## config.mk

```make
export PLATFORM = sky130hd
export DESIGN_NAME = onehot_sample_gate
export DESIGN_NICKNAME = d
export VERILOG_FILES = /design/src/rtl/onehot_gate_pkg.sv /design/src/rtl/fire_classify.sv /design/src/rtl/sample_window_ctr.sv /design/src/rtl/onehot_sample_gate.sv
export SDC_FILE = /design/constraint.sdc
export NUM_CORES = 1
export LEC_CHECK = 0
export ABC_AREA = 1
export BUFFER_PORTS_ARGS = -buffer_cell sky130_fd_sc_hd__buf_2
export CORE_MARGIN = 10
export CORE_UTILIZATION = 50
export CTS_BUF_LIST = sky130_fd_sc_hd__clkbuf_8
export DETAILED_ROUTE_END_ITERATION = 16
export GPL_TIMING_DRIVEN = 0
export PLACE_DENSITY = 0.77
export SLEW_MARGIN = 25
export SYNTH_ARGS = -nofsm -noshare
export SYNTH_HDL_FRONTEND = slang
export SYNTH_SLANG_ARGS = --single-unit
```

## constraint.sdc

```tcl
create_clock -name clk -period 2.1 [get_ports clk]
set_clock_uncertainty 0.2 [all_clocks]
set_input_delay 0.42 -clock clk [delete_from_list [all_inputs] [get_ports clk]]
set_output_delay 0.42 -clock clk [all_outputs]
set_load 0.02 [all_outputs]
```

## src/rtl/onehot_gate_pkg.sv

```systemverilog
package onehot_gate_pkg;
    typedef enum logic [1:0] {
        FIRE_NONE = 2'd0,
        FIRE_ONE  = 2'd1,
        FIRE_MANY = 2'd2
    } fire_kind_e;
endpackage

```

## src/rtl/fire_classify.sv

```systemverilog
module fire_classify
    import onehot_gate_pkg::*;
#(
    parameter int NSTATE = 4,
    parameter int IDX_W  = 2
) (
    input  logic [NSTATE-1:0] fire,
    output fire_kind_e        kind,
    output logic [IDX_W-1:0]  lone_idx
);
    localparam int CNT_W = $clog2(NSTATE + 1);

    logic [CNT_W-1:0] ones;

    always_comb begin
        ones     = '0;
        lone_idx = '0;
        for (int i = 0; i < NSTATE; i++) begin
            if (fire[i]) begin
                ones     = ones + CNT_W'(1);
                lone_idx = IDX_W'(i);
            end
        end
        if (ones == '0)
            kind = FIRE_NONE;
        else if (ones == CNT_W'(1))
            kind = FIRE_ONE;
        else
            kind = FIRE_MANY;
    end
endmodule

```

## src/rtl/sample_window_ctr.sv

```systemverilog
module sample_window_ctr #(
    parameter int WIN_W = 8
) (
    input  logic             clk,
    input  logic             rst,
    input  logic             strobe,
    input  logic             hit,
    input  logic [WIN_W-1:0] win_len,
    output logic             expire
);
    logic [WIN_W-1:0] count_d, count_q;
    logic [WIN_W:0]   eff_len;
    logic             last;

    always_comb begin
        eff_len = (win_len == '0) ? (WIN_W+1)'(1) : {1'b0, win_len};
        last    = ({1'b0, count_q} + (WIN_W+1)'(1)) >= eff_len;
        expire  = strobe && !hit && last;
        count_d = count_q;
        if (strobe) begin
            if (hit || last)
                count_d = '0;
            else
                count_d = count_q + WIN_W'(1);
        end
    end

    always_ff @(posedge clk) begin
        if (rst)
            count_q <= '0;
        else
            count_q <= count_d;
    end

    p_restart_r7: assert property (@(posedge clk) disable iff (rst)
        (strobe && hit) |=> (count_q == '0));
endmodule

```

## src/rtl/onehot_sample_gate.sv

```systemverilog
module onehot_sample_gate
    import onehot_gate_pkg::*;
#(
    parameter int NSTATE = 4,
    parameter int WIN_W  = 8,
    parameter int IDX_W  = (NSTATE > 1) ? $clog2(NSTATE) : 1
) (
    input  logic              clk,
    input  logic              rst,
    input  logic              strobe,
    input  logic [NSTATE-1:0] fire,
    input  logic [WIN_W-1:0]  win_len,
    output logic [NSTATE-1:0] state_oh,
    output logic [IDX_W-1:0]  state_idx,
    output logic              upd_pulse,
    output logic              coll_pulse,
    output logic              iter_done
);
    typedef struct packed {
        logic [NSTATE-1:0] oh;
        logic [IDX_W-1:0]  idx;
        logic              upd;
        logic              coll;
        logic              done;
    } gate_regs_t;

    gate_regs_t  r_d, r_q;
    fire_kind_e  kind;
    logic [IDX_W-1:0] lone_idx;
    logic        hit;
    logic        expire;

    fire_classify #(.NSTATE(NSTATE), .IDX_W(IDX_W)) u_cls (
        .fire     (fire),
        .kind     (kind),
        .lone_idx (lone_idx)
    );

    assign hit = strobe && (kind == FIRE_ONE);

    sample_window_ctr #(.WIN_W(WIN_W)) u_win (
        .clk     (clk),
        .rst     (rst),
        .strobe  (strobe),
        .hit     (hit),
        .win_len (win_len),
        .expire  (expire)
    );

    always_comb begin
        r_d      = r_q;
        r_d.upd  = 1'b0;
        r_d.coll = 1'b0;
        r_d.done = 1'b0;
        if (strobe) begin
            r_d.coll = (kind == FIRE_MANY);
            if (hit) begin
                r_d.oh  = fire;
                r_d.idx = lone_idx;
                r_d.upd = 1'b1;
            end
            r_d.done = hit || expire;
        end
    end

    always_ff @(posedge clk) begin
        if (rst) begin
            r_q      <= '0;
            r_q.oh   <= NSTATE'(1);
        end else begin
            r_q <= r_d;
        end
    end

    assign state_oh   = r_q.oh;
    assign state_idx  = r_q.idx;
    assign upd_pulse  = r_q.upd;
    assign coll_pulse = r_q.coll;
    assign iter_done  = r_q.done;

    p_onehot_r2: assert property (@(posedge clk) disable iff (rst)
        $onehot(state_oh));
    p_lone_r3: assert property (@(posedge clk) disable iff (rst)
        (strobe && $onehot(fire)) |=> (state_oh == $past(fire)) && upd_pulse);
    p_many_r4: assert property (@(posedge clk) disable iff (rst)
        (strobe && ($countones(fire) >= 2)) |=> $stable(state_oh) && coll_pulse && !upd_pulse);
    p_none_r5: assert property (@(posedge clk) disable iff (rst)
        (strobe && (fire == '0)) |=> $stable(state_oh) && !upd_pulse && !coll_pulse);
    p_idle_r6: assert property (@(posedge clk) disable iff (rst)
        !strobe |=> $stable(state_oh) && !upd_pulse && !coll_pulse && !iter_done);
    p_upd_done_r7: assert property (@(posedge clk) disable iff (rst)
        upd_pulse |-> iter_done);
endmodule

```

---- After elaboration in Yosys (flattened, before gate mapping) ----
Index checks and enable logic that the tools add are counted.
word-level totals
  bits in registers ....................... 17
  logic and storage cells ................. 38
cells by class
  $add $sub $neg .......................... 5
  $lt $le $gt $ge ......................... 1
  equal/unequal tests ..................... 3
  muxes and demuxes ....................... 12
  bitwise logic cells ..................... 1
  reductions and logical operators ........ 10
operators by type and width
  operator               count
  $mux W8                2
  $mux W2                5
  $add A8 B1 Y9 const B  1
  $ge A9 B9 Y1           1
  $add A8 B1 Y8 const B  1
  $logic_not A8 Y1       1
  $add A3 B1 Y3 const B  2
  $mux W3                2
  $eq A3 B1 Y1 const B   1
  $logic_and A1 B1 Y1    3
  $logic_not A3 Y1       1
  $mux W1                3
  $add A1 B1 Y2 const B  1
  $eq A2 B1 Y1 const B   1
  $eq A2 B2 Y1 const B   1
  $logic_or A1 B1 Y1     2
  $reduce_and A2 Y1      1
  $reduce_or A2 Y1       1
  $logic_not A1 Y1       1
  $not A1 Y1             1

---- Longest topological paths before layout ----
Gate-level depths: netlist of the first run.
  word-level depth ........................ 16
  mapped depth ............................ 15
  gate-level depth less buffers ........... 15

---- Hierarchy ----
A second synthesis of the first run with hierarchy kept.
unflattened totals
  cell total of the unflattened synthesis .. 172
  area, all modules ....................... 1211.2 um^2
by module, submodules not included
  module              times used  cells each  area each (um^2)
  sample_window_ctr   1           94          706.9
  onehot_sample_gate  1           47          341.6
  fire_classify       1           31          162.7

---- Least setup slack after synthesis of the first run ----
OpenSTA, ideal clock, no wires.
  kind .................................... in2reg
  start ................................... input fire[0]
  end ..................................... register r_q, in the netlist state_idx[1]
  arrival ................................. 1.858 ns
  data required time ...................... 1.768 ns
  setup slack ............................. -0.090 ns
  stages .................................. 15
  path buffers ............................ 0
  cells stage by stage .................... inv_1 > ha_1 > inv_1 > nand2_1 > nand2_1 > inv_1 > ha_1 > inv_1 > nand2_1 > nand2_1 > nand3_2 > nor2_4 > inv_1 > nand2_1 > a21oi_1
between the ends
  cells in the longest elaborated chain, start to end .. 13
  elaborated cells on any way between the ends .. 14
  classes of those cells .................. add/sub (3); eq/ne (2); mux (6); reduce/logical (3)
RTL lines
  element                               RTL line                  RTL
  from (decl)                           onehot_sample_gate.sv:11  input logic [NSTATE-1:0] fire,
  $mux W1 *                             fire_classify.sv:19       if (fire[i]) begin
  $add A1 B1 Y2                         fire_classify.sv:20       ones = ones + CNT_W'(1);
  $mux W2 *                             fire_classify.sv:19
  $add A3 B1 Y3                         fire_classify.sv:20
  $mux W3 *                             fire_classify.sv:19
  $add A3 B1 Y3                         fire_classify.sv:20
  $mux W3 *                             fire_classify.sv:19
  $eq A3 B1 Y1                          fire_classify.sv:26       else if (ones == CNT_W'(1))
  $mux W2                               fire_classify.sv:26
  $mux W2 *                             fire_classify.sv:24       if (ones == '0)
  $eq A2 B1 Y1 *                        onehot_sample_gate.sv:39  assign hit = strobe && (kind == FIRE_ONE);
  $logic_and A1 B1 Y1 *                 onehot_sample_gate.sv:39
  $reduce_and A2 Y1 (no source line) *  n/a
  to (signal assigned)                  onehot_sample_gate.sv:71  r_q <= r_d;
  to (decl)                             onehot_sample_gate.sv:27  gate_regs_t r_d, r_q;
Every way passes the cells marked *; elsewhere a longest branch is shown, timed or not.
A chain may end at the register's enable or synchronous reset.

---- Worst setup path in the final report of the first run ----
  start ................................... register u_win.count_q[0]
  end ..................................... register u_win.count_q[3]
between the ends
  cells in the longest elaborated chain, start to end .. 4
  elaborated cells on any way between the ends .. 5
  classes of those cells .................. add/sub (2); order compare (1); mux (1); reduce/logical (1)
RTL lines
  element                 RTL line                 RTL
  from (decl)             sample_window_ctr.sv:11  logic [WIN_W-1:0] count_d, count_q;
  from (signal assigned)  sample_window_ctr.sv:32  count_q <= count_d;
  $add A8 B1 Y9           sample_window_ctr.sv:17  last = ({1'b0, count_q} + (WIN_W+1)'(1)) >= eff_len;
  $ge A9 B9 Y1            sample_window_ctr.sv:17
  $logic_or A1 B1 Y1      sample_window_ctr.sv:21  if (hit || last)
  $mux W8 *               sample_window_ctr.sv:21
Marks and branches as above.

==> reports/qor.yml, run 1 <==
outcome: "complete, but fails checks"
violations: "negative setup slack"
yosys_warnings: 0
worstMarginPinSlew_ns: 0.473
rr_startpoint: "u_win.count_q[0]$_SDFFE_PP0P_"
diodes: 0
core_um2: 2190
drt_pass1_iterations: 4
grt_overflow: 0
crit_start: "u_win.count_q[0]$_SDFFE_PP0P_"
grt_pass1_vias: 1107
dp_hpwl_um: 2070
pre_cts_ws_ns: -0.301
sequentialPowerShare: 0.432
viasPerCell: 5.05
wl_per_cell_um: 12.6
vias: 1207
p_total_uw: 806
cts.path.max_buffers: 2
worstPathRequired_ns: 2.03
drc_errors: 0
gp_congestion: 0.817
cpLargestDelayFamily: "simple AND/OR/NAND/NOR gates"
timing.rr.end: "u_win.count_q[3]$_SDFFE_PP0P_"
slew_headroom: 0.685
cts-root-buf: "clkbuf_8"
clock_latency_ns: 0.25
stdcell_count: 239
critPathBufInv: 2
fmax_ghz: 0.470
netlist_instances: 171
maxSlewViolCount: 0
antenna_found_initial: 0
grt_usage: 0.128
worst_ir_drop_vdd_v: 0.000458
design.final.nets: 239
maxCapViolations: 0
synth.distinct_cells: 21
start_util: 0.517
port-buffer-count: 23
setup_viol: 8
drt_iter0_drc: 72
setup_tns_ns: -0.131
dp_cells: 222
die-width_um: 67.6
netlist_area_um2: 1130
tritoncts: "built"
ys_ff_latch: 17
setup_ws_ns: -0.0284
numClockSinks: 17
ys_seq_area_frac: 0.301
nFillCells: 158
avgSynthCellArea_um2: 6.62
rsz0062_at_grt: "yes"
drive_gt1_frac: 0.393
cp_max_fo: 5
leakage_uw: 0.000777
hold_class: "primary input to register"
final_cell_mix: "38 x nand2_1, 23 x inv_1, 21 x buf_2, 14 x dfxtp_1, 13 x a21oi_1"
dieArea_um2: 4570
p_int_uw: 555
antenna_left: 0
cp.arrival_ns: 2.06
design.portCount: 24
r2r_slack_ns: -0.03
die_h_um: 67.6
switching_power_uw: 251
path_cells: "ha_4 -> nand3_4 -> nor2_4 -> xor2_2 -> inv_2 -> ha_4 -> nand2_2 -> inv_2 -> nand2_2 -> nand2_4 -> nand2_4 -> nand3_1 -> a21oi_2"
critPathSlowestCell: "dfxtp_4"
fin_crit_ns: 2.13
syn_nets: 198
end_kind: "register"
crit_path_max_incr_delay_ns: 0.37
clkPwrFrac: 0.305
area_growth_pct: 43.3
fin_crit_sh: 1.01
grt_start_max_net_pins: 11
layout_commonest_cell: "nand2_1"
combPwrFrac: 0.264
fin_util: 0.741
drt-total-wl_um: 3000
power_density_nw_per_um2: 496
placementRows: 17
switching_share: 0.311
path_clk_slew_ns: 0.07
endpoint: "u_win.count_q[3]$_SDFFE_PP0P_"
reg2reg_depth: 13
critPathKind: "register to register"
start_kind: "register"
hold_viol: 0
h-tree-depth: 1
worst-path-stages: 13
cts_made_buffers: 3
grt_pass1_wl_um: 4750
## registers in the layout, summed over array words and instances, names as in the netlist
register	flops
coll_pulse	1
state_idx	2
state_oh	4
upd_pulse	1
u_win.count_q	8
iter_done	1
## worst min path at each step
stage / depth (start not counted) / start / end
after global routing: 2 / rst / u_win.count_q[6]$_SDFFE_PP0P_
after floorplan: 2 / u_win.count_q[6]$_SDFFE_PP0P_ / u_win.count_q[6]$_SDFFE_PP0P_
after detailed placement: 2 / state_oh[2]$_SDFFE_PP0P_ / state_oh[2]$_SDFFE_PP0P_
after global placement: 2 / state_idx[0]$_SDFFE_PP0P_ / state_idx[0]$_SDFFE_PP0P_
after CTS: 2 / rst / u_win.count_q[6]$_SDFFE_PP0P_
final: 2 / rst / u_win.count_q[6]$_SDFFE_PP0P_
## routing by layer
metal / vias to the layer above / wire [um] / global-route usage
met5: - / 0 / 0
met4: 0 / 46 / 0.0487
met3: 5 / 124 / 0.0298
met2: 27 / 1570 / 0.222
met1: 553 / 1260 / 0.150
li1: 622 / - / -
## what timing repair did
| item | CTS | global route |
|---|---|---|
| resized for setup | 16 | 30 |
| gates cloned | 1 | 0 |
| pin swaps | 10 | 12 |
| hold buffers | 0 | 0 |
| setup buffers | 5 | 7 |
| endpoints found under the setup margin | 12 | 15 |
## through the flow
step           hold slack, ns  instance area [um2]
3_3_place_gp            0.247                 1300
2_1_floorplan           0.253                 1150
3_5_place_dp            0.253                 1300
4_1_cts                 0.199                 1470
6_report                0.217                 1620
5_1_grt                 0.223                 1620
## cell usage after synthesis
cell	instances	area [um2]
a21oi_1	19	95.1
a41o_1	1	10.0
clkbuf_1	2	7.51
dfxtp_1	17	340
ha_1	12	150
inv_1	29	109
inv_2	2	7.51
nand2_1	48	180
nand3_1	12	60.1
nand3_2	1	10.0
nand3b_1	2	15.0
nand4_1	1	6.26
nor2_1	13	48.8
nor2_4	1	11.3
nor4_1	1	6.26
o21ai_0	3	15.0
o21ai_1	1	5.00
o22ai_1	1	6.26
or2_2	1	6.26
xnor2_2	1	16.3
xor2_1	3	26.3
## logic make-up (layout without fill, tap and decap cells)
family                   Yosys count  in the layout  synth area share
AND/OR/NAND/NOR                   80             81             0.304
buffers and inverters             33             72             0.109
AO/OA/AOI/OAI                     25             25             0.116
flip-flops                        17             17             0.301
adder cells (fa/ha/maj)           12             12             0.133
XOR/XNOR                           4              4            0.0376
## power by group through the flow
stage / Combinational [uW] / Sequential (uW) / Clock, uW
floorplan: 98.4 / 369 / 0
global placement: 161 / 354 / 0
detailed placement: 166 / 354 / 0
CTS: 178 / 348 / 252
global route: 234 / 350 / 265
finish: 212 / 348 / 245
## cell type report
cell class / count / area [um2] / share of cell area
timing repair buffer: 35 / 218 / 0.134
clock buffer: 3 / 41.3 / 0.0254
tap: 28 / 35.0 / 0.0216
clock inverter: 1 / 3.75 / 0.00231
sequential: 17 / 349 / 0.215
multi-input combinational: 122 / 847 / 0.522
inverter: 31 / 121 / 0.0748
buffer: 2 / 7.51 / 0.00463
Note: power is estimated with default switching activity, not from simulation.
==> run 2, diff against run 1 <==
--- a/config.mk
+++ b/config.mk
@@ -12,6 +12,7 @@
 export CTS_BUF_LIST = sky130_fd_sc_hd__clkbuf_8
 export DETAILED_ROUTE_END_ITERATION = 16
 export GPL_TIMING_DRIVEN = 0
+export MAX_ROUTING_LAYER = met4
 export PLACE_DENSITY = 0.77
 export SLEW_MARGIN = 25
 export SYNTH_ARGS = -nofsm -noshare
==> run 2 against run 1 <==
- the flow still finishes with violations (negative setup slack)
- clock power barely moved
- die area stayed put
- largest power group unchanged
- register-to-register slack hardly changed
- highest routed layer unchanged
- critical path type unchanged
==> reports/qor.yml, run 2 (synthesis results as in run 1) <==
outcome: "complete, but fails checks"
violations: "negative setup slack"
fmax_ghz: 0.470  # about the same
diodes: 0  # unchanged
cts_hold_buf: 0  # unchanged
gp_congestion: 0.829  # +1.5%
design.portCount: 24  # unchanged
worst_ir_drop_vdd_v: 0.000458  # about the same
layout_commonest_cell: "nand2_1"
start_util: 0.517  # unchanged
worstMarginPinSlew_ns: 0.472  # -0.000390 ns
critPathKind: "register to register"
path_clk_slew_ns: 0.07  # about the same
switching_share: 0.311  # about the same
largest_register_ffs: 8  # unchanged
antenna_found_initial: 0  # unchanged
rsz0062_at_grt: "yes"
end_kind: "register"
slew_headroom: 0.685  # about the same
vias: 1218  # +0.91%
viasPerCell: 5.10  # +0.91%
fin_crit_sh: 1.01  # about the same
drt_pass1_iterations: 4  # unchanged
antenna_left: 0  # unchanged
leakage_uw: 0.000777  # unchanged
placementRows: 17  # unchanged
pre_cts_ws_ns: -0.301  # unchanged
cts-root-buf: "clkbuf_8"
cts_made_buffers: 3  # unchanged
tritoncts: "built"
wl_per_cell_um: 12.6  # +0.13%
final_cell_mix: "38 x nand2_1, 23 x inv_1, 21 x buf_2, 14 x dfxtp_1, 13 x a21oi_1"
maxSlewViolCount: 0  # unchanged
dieArea_um2: 4570  # unchanged
setup_viol: 8  # unchanged
grt_usage: 0.132  # +0.00388
grt_pass1_vias: 1105  # -0.18%
grt_start_max_net_pins: 11  # unchanged
numClockSinks: 17  # unchanged
p_int_uw: 555  # about the same
die-width_um: 67.6  # unchanged
grt_overflow: 0  # unchanged
design.final.nets: 239  # unchanged
dp_hpwl_um: 2070  # unchanged
die_h_um: 67.6  # unchanged
maxCapViolations: 0  # unchanged
core_um2: 2190  # unchanged
drc_errors: 0  # unchanged
drive_gt1_frac: 0.393  # unchanged
max_flop_register: "u_win.count_q"
drt-total-wl_um: 3000  # +0.13%
cp_max_fo: 5  # unchanged
grt_pass1_wl_um: 4750  # -0.15%
port-buffer-count: 23  # unchanged
area_growth_pct: 43.3  # unchanged
sequentialPowerShare: 0.432  # about the same
setup_ws_ns: -0.0279  # +0.000436 ns
switching_power_uw: 251  # about the same
worstPathRequired_ns: 2.03  # about the same
hold_viol: 0  # unchanged
combPwrFrac: 0.264  # about the same
worstHoldPathCells: 2  # unchanged
fin_crit_ns: 2.13  # -0.000436 ns
drt_iter0_drc: 50  # -31%
hold_class: "primary input to register"
cp.arrival_ns: 2.06  # about the same
clkPwrFrac: 0.304  # about the same
start_kind: "register"
power_density_nw_per_um2: 496  # about the same
clock_latency_ns: 0.25  # about the same
h-tree-depth: 1  # unchanged
cts.path.max_buffers: 2  # unchanged
p_total_uw: 806  # about the same
reg2reg_depth: 13  # unchanged
==> run 2: layout make-up <==
| type | count | area (um2) |
|---|---|---|
| multi-input cells | 122 | 847 |
| fillers | 158 | 568 |
| flip-flops and latches | 17 | 349 |
| repair buffers | 35 | 218 |
| inverters | 31 | 121 |
| clock buffers | 3 | 41.3 |
| well taps | 28 | 35.0 |
| plain buffers | 2 | 7.51 |
| clock inverters | 1 | 3.75 |
==> run 2: final timing paths <==
path	start	slack [ns]	to
worst min register to register	state_oh[2]$_SDFFE_PP0P_	0.26	state_oh[2]$_SDFFE_PP0P_
worst max-delay path	u_win.count_q[0]$_SDFFE_PP0P_	-0.03	u_win.count_q[3]$_SDFFE_PP0P_
worst min-delay path	rst	0.21	u_win.count_q[6]$_SDFFE_PP0P_
worst max register to register	u_win.count_q[0]$_SDFFE_PP0P_	-0.03	u_win.count_q[3]$_SDFFE_PP0P_
==> run 2: critical path: stages (launching register included) <==
cell	delay [ns]
dfxtp_4	0.37
ha_4	0.16
nand3_4	0.12
nor2_4	0.14
xor2_2	0.19
inv_2	0.06
ha_4	0.28
nand2_2	0.06
inv_2	0.05
nand2_2	0.06
nand2_4	0.07
nand2_4	0.07
nand3_1	0.11
a21oi_2	0.05
==> run 2: power groups by stage <==
| stage | sequential, uW | combinational, uW | clock, uW |
|---|---|---|---|
| final | 348 | 212 | 245 |
| after global routing | 350 | 234 | 265 |
| after CTS | 348 | 178 | 252 |
| after detailed placement | 354 | 166 | 0 |
| after global placement | 354 | 161 | 0 |
| after floorplan | 369 | 98.4 | 0 |
==> run 2: timing repair <==
item | CTS | global route
pin swaps | 10 | 12
resized for setup | 16 | 30
buffers inserted | 5 | 7
cloned | 1 | 0
endpoints found under the setup margin | 12 | 15
==> run 2: through the flow <==
step                      hold slack [ns]  instances  setup TNS (ns)  area, um2  utilization
final                               0.215        239          -0.126       1620        0.741
after global routing                0.223        239           -1.18       1620        0.741
after CTS                           0.199        232          -0.125       1470        0.670
after detailed placement            0.253        222           -3.97       1300        0.594
after global placement              0.247        222           -3.09       1300        0.594
after floorplan                     0.253        171               0       1150            -
==> run 2: per-layer routing <==
layer	global-route usage	up-vias	wire [um]
met2	0.222	31	1570
met5	-	-	0
li1	-	623	-
met3	0.0298	5	133
met4	0.0487	0	46
met1	0.150	559	1250
==> run 3, diff against run 2 <==
--- a/config.mk
+++ b/config.mk
@@ -14,6 +14,7 @@
 export GPL_TIMING_DRIVEN = 0
 export MAX_ROUTING_LAYER = met4
 export PLACE_DENSITY = 0.77
+export RECOVER_POWER = 50
 export SLEW_MARGIN = 25
 export SYNTH_ARGS = -nofsm -noshare
 export SYNTH_HDL_FRONTEND = slang
==> run 3 against run 2 <==
- the flow still finishes with violations (negative setup slack)
- non-clock buffer count unchanged
- sequential power is essentially flat
- final cell count did not move
- sequential share of layout area grew 0.12 points
- core utilization decreased by 0.40 points
- register-to-register slack barely moved
- largest power group unchanged
- routed wire length barely moved
- combinational power barely moved
- fmax barely moved
- hold slack about the same
==> reports/qor.yml, run 3 (synthesis results as in run 1) <==
numClockSinks: 17  # unchanged
core_um2: 2190  # unchanged
r2r_slack_ns: -0.03  # about the same
max_flop_register: "u_win.count_q"
path_clk_slew_ns: 0.07  # about the same
die-width_um: 67.6  # unchanged
grt_busiest_layer: "met2"
grt_overflow: 0  # unchanged
design.portCount: 24  # unchanged
hold_viol: 0  # unchanged
largest_register_ffs: 8  # unchanged
outcome: "complete, but fails checks"
gp_congestion: 0.829  # unchanged
vias: 1211  # -0.57%
slew_headroom: 0.689  # +0.00341
drc_errors: 0  # unchanged
area_growth_pct: 42.5
worstPathRequired_ns: 2.03  # about the same
dp_cells: 222  # unchanged
drt_pass1_iterations: 4  # unchanged
crit_start: "u_win.count_q[0]$_SDFFE_PP0P_"
setup_viol: 8  # unchanged
h-tree-depth: 1  # unchanged
dieArea_um2: 4570  # unchanged
grt_pass1_wl_um: 4750  # unchanged
design.final.nets: 239  # unchanged
dp_hpwl_um: 2070  # unchanged
drive_gt1_frac: 0.360  # -0.0332
start_kind: "register"
end_kind: "register"
cts_made_buffers: 3  # unchanged
multi_input_area_um2: 847  # unchanged
worstMarginPinSlew_ns: 0.467  # -0.00511 ns
clock_latency_ns: 0.25  # about the same
grt_pass1_vias: 1105  # unchanged
layout_commonest_cell: "nand2_1"
grt_start_max_net_pins: 11  # unchanged
maxSlewViolCount: 0  # unchanged
cts_hold_buf: 0  # unchanged
drt_iter0_drc: 42  # -16%
worst_ir_drop_vdd_v: 0.000458  # +0.12%
power_density_nw_per_um2: 498  # +0.33%
violations: "negative setup slack"
tritoncts: "built"
hold_class: "primary input to register"
viasPerCell: 5.07  # -0.57%
die_h_um: 67.6  # unchanged
stdcell_count: 239  # unchanged
cts-root-buf: "clkbuf_8"
final_cell_mix: "38 x nand2_1, 23 x inv_1, 14 x dfxtp_1, 14 x buf_2, 13 x a21oi_1"
grt_usage: 0.132  # unchanged
regArea_um2: 349  # unchanged
critPathKind: "register to register"
placementRows: 17  # unchanged
diodes: 0  # unchanged
fmax_ghz: 0.470  # about the same
setup_tns_ns: -0.131  # -0.00528 ns
wl_per_cell_um: 12.6  # about the same
rr_startpoint: "u_win.count_q[0]$_SDFFE_PP0P_"
rsz0062_at_grt: "yes"
fin_crit_sh: 1.01  # about the same
antenna_found_initial: 0  # unchanged
port-buffer-count: 23  # unchanged
use_met1: 0.150  # unchanged
setup_ws_ns: -0.0287  # -0.000712 ns
drt-total-wl_um: 3010  # about the same
cp_max_fo: 5  # unchanged
fin_crit_ns: 2.13  # +0.000712 ns
nFillCells: 162  # +2.5%
maxCapViolations: 0  # unchanged
hp-start: "rst"
grt_util_met3: 0.0298  # unchanged
grt_use_met2: 0.222  # unchanged
leakage_uw: 0.000751  # -3.4%
start_util: 0.517  # unchanged
cp.arrival_ns: 2.06  # about the same
cts.path.max_buffers: 2  # unchanged
antenna_left: 0  # unchanged
## run 3: cell count changes in the layout (fill, tap and decap cells not counted), sizes merged
cell | before | now
buf | 35 | 28
clkbuf | 5 | 12
## run 3: metrics by stage
stage          setup slack [ns]  area, um2  power, uW  hold slack [ns]   util
6_report                -0.0287       1610        804            0.215  0.737
5_1_grt                  -0.147       1610        847            0.223  0.737
4_1_cts                 -0.0211       1470        778            0.199  0.670
3_5_place_dp             -0.301       1300        520            0.253  0.594
3_3_place_gp             -0.229       1300        515            0.247  0.594
2_1_floorplan           0.00387       1150        467            0.253      -
## run 3: area by class of cell
| type | count | area share |
|---|---|---|
| inverter | 31 | 0.0752 |
| buffer | 2 | 0.00465 |
| tap | 28 | 0.0217 |
| clock inverter | 1 | 0.00233 |
| sequential | 17 | 0.216 |
| clock buffer | 3 | 0.0256 |
| timing repair buffer | 35 | 0.129 |
| multi-input combinational | 122 | 0.525 |
## run 3: final timing paths
kind | cells after the start | to
worst max-delay path | 13 | u_win.count_q[3]$_SDFFE_PP0P_
worst min register to register | 2 | state_oh[2]$_SDFFE_PP0P_
worst max register to register | 13 | u_win.count_q[3]$_SDFFE_PP0P_
worst min-delay path | 2 | u_win.count_q[6]$_SDFFE_PP0P_
## run 3: report_power, final
part	leakage (uW)	switching, uW	internal (uW)	total, uW
Combinational	0.000584	126	84.5	210
Sequential	0.000140	10.3	338	348
Clock	0.0000269	116	130	246
Total	0.000751	251	552	804
## run 3: metal layers
metal,vias up,wire (um)
met3,5,125
met5,-,0
li1,621,-
met2,28,1580
met4,0,46
met1,557,1250
## run 3: timing repair
item	4_1_cts	5_1_grt
gates cloned	1	0
setup endpoints to repair	12	15
pin swaps	10	12
resized for setup	16	30
buffers inserted	5	7
## run 3: worst max-delay path, cell delays in order (launching register included)
cell,delay [ns]
dfxtp_4,0.37
ha_4,0.16
nand3_4,0.12
nor2_4,0.14
xor2_2,0.19
inv_2,0.06
ha_4,0.28
nand2_2,0.06
inv_2,0.05
nand2_2,0.06
nand2_4,0.07
nand2_4,0.07
nand3_1,0.11
a21oi_2,0.05
